<file path="src/rtl/fcs_byte_lane.sv">
module fcs_byte_lane #(
    parameter int                CRC_W = 32,
    parameter int                SYM_W = 8,
    parameter logic [CRC_W-1:0]  POLY  = 32'h04C1_1DB7
) (
    input  logic [CRC_W-1:0] crc_i,
    input  logic [SYM_W-1:0] sym_i,
    output logic [CRC_W-1:0] crc_o
);

    // Serial division unrolled over one symbol, least significant bit first.
    always_comb begin
        logic [CRC_W-1:0] c;
        logic             fb;
        c = crc_i;
        for (int b = 0; b < SYM_W; b++) begin
            fb = c[CRC_W-1] ^ sym_i[b];
            c  = {c[CRC_W-2:0], 1'b0};
            if (fb) begin
                c = c ^ POLY;
            end
        end
        crc_o = c;
    end

endmodule

</file>
<file path="src/rtl/fcs_word_crc.sv">
module fcs_word_crc #(
    parameter int               LANES = 8,
    parameter int               CRC_W = 32,
    parameter int               SYM_W = 8,
    parameter logic [CRC_W-1:0] POLY  = 32'h04C1_1DB7,
    localparam int              CNT_W = $clog2(LANES + 1)
) (
    input  logic [CRC_W-1:0]       crc_i,
    input  logic [LANES*SYM_W-1:0] data_i,
    input  logic [CNT_W-1:0]       nbytes_i,
    output logic [CRC_W-1:0]       crc_o
);

    logic [CRC_W-1:0] tap [LANES+1];

    assign tap[0] = crc_i;

    // Chain of lane updates; tap[k] holds the register after k lanes.
    for (genvar g = 0; g < LANES; g++) begin : g_lane
        fcs_byte_lane #(
            .CRC_W (CRC_W),
            .SYM_W (SYM_W),
            .POLY  (POLY)
        ) lane_i (
            .crc_i (tap[g]),
            .sym_i (data_i[g*SYM_W +: SYM_W]),
            .crc_o (tap[g+1])
        );
    end

    // Pick the tap after the requested number of lanes; full word otherwise.
    always_comb begin
        crc_o = tap[LANES];
        for (int k = 1; k <= LANES; k++) begin
            if (nbytes_i == CNT_W'(k)) begin
                crc_o = tap[k];
            end
        end
    end

endmodule

</file>
<file path="config.mk">
export PLATFORM = sky130hd
export DESIGN_NAME = fcs_word_crc
export DESIGN_NICKNAME = d
export VERILOG_FILES = /design/src/rtl/fcs_byte_lane.sv /design/src/rtl/fcs_word_crc.sv
export SDC_FILE = /design/constraint.sdc
export NUM_CORES = 1
export LEC_CHECK = 0
export BUFFER_PORTS_ARGS = -buffer_cell sky130_fd_sc_hd__buf_2
export CAP_MARGIN = 40
export CORE_UTILIZATION = 30
export DETAILED_ROUTE_END_ITERATION = 16
export SLEW_MARGIN = 0
export SYNTH_ARGS = -nofsm -noshare
export SYNTH_HDL_FRONTEND = slang
export SYNTH_SLANG_ARGS = --single-unit
</file>
<file path="constraint.sdc">
create_clock -name vclk -period 28.1
set_input_delay 5.62 -clock vclk [all_inputs]
set_output_delay 5.62 -clock vclk [all_outputs]
set_load 0.005 [all_outputs]
</file>
==> flow_summary.json <==
{
  "outcome": "finished, final reports clean",
  "synth_area_um2": 11900,
  "synth_top_family_by_area": "XOR/XNOR gates",
  "synth_simple_gate_area_share": 0.0557,
  "worstPathRequired_ns": 22.48,
  "hp-start": "nbytes_i[3]",
  "hold_viol": 0,
  "syn-instance-count": 1203,
  "num_rows": 72,
  "finalSetupTns_ns": 0,
  "die_h_um": 201,
  "endpoint": "crc_o[30]",
  "final_layout_size_suffix_gt1_frac": 0.176,
  "antenna_found_initial": 1,
  "syn_avg_cell_area_um2": 9.88,
  "crit_start": "data_i[1]",
  "gp_congestion": 1.01,
  "ys_warn_count": 0,
  "first_pass_iters": 8,
  "grt_usage": 0.253,
  "postCtsSetupRepairBufs": 0,
  "dp.final_hpwl_mm": 43.6,
  "worst_slew_pin_slew_ns": 1.08,
  "wl_mm": 52.3,
  "drc": 0,
  "path_class": "primary input to output port",
  "rsz0062_at_grt": "false",
  "synth_mux_area_frac": 0.00505,
  "first_iter_violations": 1562,
  "detail-route-antenna-nets": 0,
  "grt_max_degree": 58,
  "yosysUniqueCellTypes": 54,
  "final_nets": 1403,
  "ios": 132,
  "seq_cells": 0,
  "synth_compound_area_frac": 0.125,
  "timing.final.crit_period_ns": 20.10,
  "start_kind": "primary input",
  "yosysSeqAreaShare": 0,
  "synthesis.nets": 1303,
  "grt_pass1_wl_mm": 74.5,
  "dp_slack_ns": 8.09,
  "seqCellArea_um2": 0,
  "max_freq_mhz": 49.7,
  "drv_cap": 0,
  "fin_util": 0.339,
  "cts_hold_buf": 0,
  "num_vias": 10179,
  "core_um2": 38800,
  "synthAdderAreaFrac": 0,
  "placed_cell_area_um2": 13100,
  "cp_data_arrival_time_ns": 14.48,
  "hold_class": "primary input to output port",
  "yosys.area_share.xor_xnor": 0.790,
  "final.period_utilization": 0.715,
  "via_per_inst": 5.59,
  "cp-end-kind": "output port",
  "nClkBuffers": 0,
  "setup_viol": 0,
  "die_w_um": 201,
  "setup_slack_ns": 8.00,
  "relSlewSlack": 0.263,
  "cts_resized": 0,
  "slew_violations": 0,
  "overflow": 0,
  "design_area_um2": 13100,
  "area_delta_synth_final_pct": 10.6,
  "grt_pass1_vias": 9993,
  "numPortBuffers": 132,
  "start_util": 0.306,
  "die_area_um2": 40400,
  "routedWlPerCell_um": 28.7,
  "crit_path_max_fanout": 18
}
[cells by family after synthesis]
family | count (synthesis)
compound gates | 238
simple gates | 166
buf+inv | 62
mux | 6
xor+xnor | 731
[stage by stage]
stage               hold WS [ns]  cells
CTS                        12.01   1819
floorplan                  11.55   1203
detailed placement         12.01   1819
global route               12.04   1820
global placement           12.00   1815
finish                     12.04   1820
[cell usage in the layout, fill, tap and decap left out, types with 4 or more instances in the layout]
cell,count
a211oi_1,7
a21oi_1,65
a221o_1,4
a221oi_1,18
a22oi_1,5
a31oi_1,7
buf_2,132
buf_4,23
mux2i_1,6
nand2_1,62
nand3_1,7
nor2_1,82
nor3_1,4
nor3_2,4
o211ai_1,9
o21ai_0,71
o221ai_1,7
o22ai_1,15
xnor2_1,369
xnor2_2,24
xnor2_4,15
xnor3_1,127
xnor3_2,8
xor2_1,141
xor2_2,9
xor2_4,4
xor3_1,27
xor3_2,7
[cell type report]
cell class	instances	area, um2
multi-input combinational	1141	11600
timing repair buffer	157	856
tap	518	648
fill	4003	25700
inverter	3	11.3
antenna	1	2.50
[worst min path at each step]
stage,to,slack (ns),cells past startpoint
after detailed placement,crc_o[3],12.01,4
final,crc_o[3],12.04,4
after global placement,crc_o[3],12.00,4
after global routing,crc_o[3],12.04,4
after CTS,crc_o[3],12.01,4
after floorplan,crc_o[26],11.55,3
[critical path, cell delays in order]
cell and delay (ns):
buf_2 0.13, xnor2_4 0.43, xnor3_1 0.60, xnor2_4 0.69
xnor2_2 0.44, xor3_1 0.97, xnor3_1 0.81, xor3_2 0.65
xor2_4 0.36, xor3_2 0.60, xor2_2 0.42, xnor3_2 0.54
xnor2_4 0.27, xnor2_1 0.23, a2111oi_0 0.98, o21ai_0 0.42
buf_2 0.24
[cells in the mapped netlist, drive strengths merged, types with 2 or more instances]
library cell,n,area share
a2111oi,3,0.0022
a211o,3,0.0022
a211oi,7,0.0044
a21o,3,0.0019
a21oi,65,0.027
a221o,4,0.0034
a221oi,18,0.013
a222oi,2,0.0017
a22oi,5,0.0032
a2bb2oi,3,0.0022
a31oi,7,0.0037
buf,18,0.010
clkbuf,41,0.013
inv,2,0.00063
mux2i,6,0.0051
nand2,62,0.020
nand3,7,0.0029
nor2,82,0.026
nor3,8,0.0034
o2111ai,2,0.0015
o211ai,9,0.0057
o21a,2,0.0013
o21ai,73,0.031
o221ai,7,0.0052
o22ai,15,0.0079
o32ai,2,0.0015
or3,3,0.0016
xnor2,408,0.34
xnor3,135,0.26
xor2,154,0.13
xor3,34,0.069
[per-layer routing]
| metal | vias to the layer above | wire (um) | track usage | share of wire |
|---|---|---|---|---|
| met4 | 0 | 1970 | 0.0821 | 0.038 |
| met1 | 5026 | 22400 | 0.358 | 0.43 |
| li1 | 4343 | - | - | - |
| met2 | 703 | 23000 | 0.394 | 0.44 |
| met3 | 107 | 4990 | 0.0338 | 0.095 |
| met5 | - | 0 | 0 | 0 |
Power is left out: the tool's default activity adds up to more than one toggle a clock period on the data nets, which glitch-free logic cannot reach.
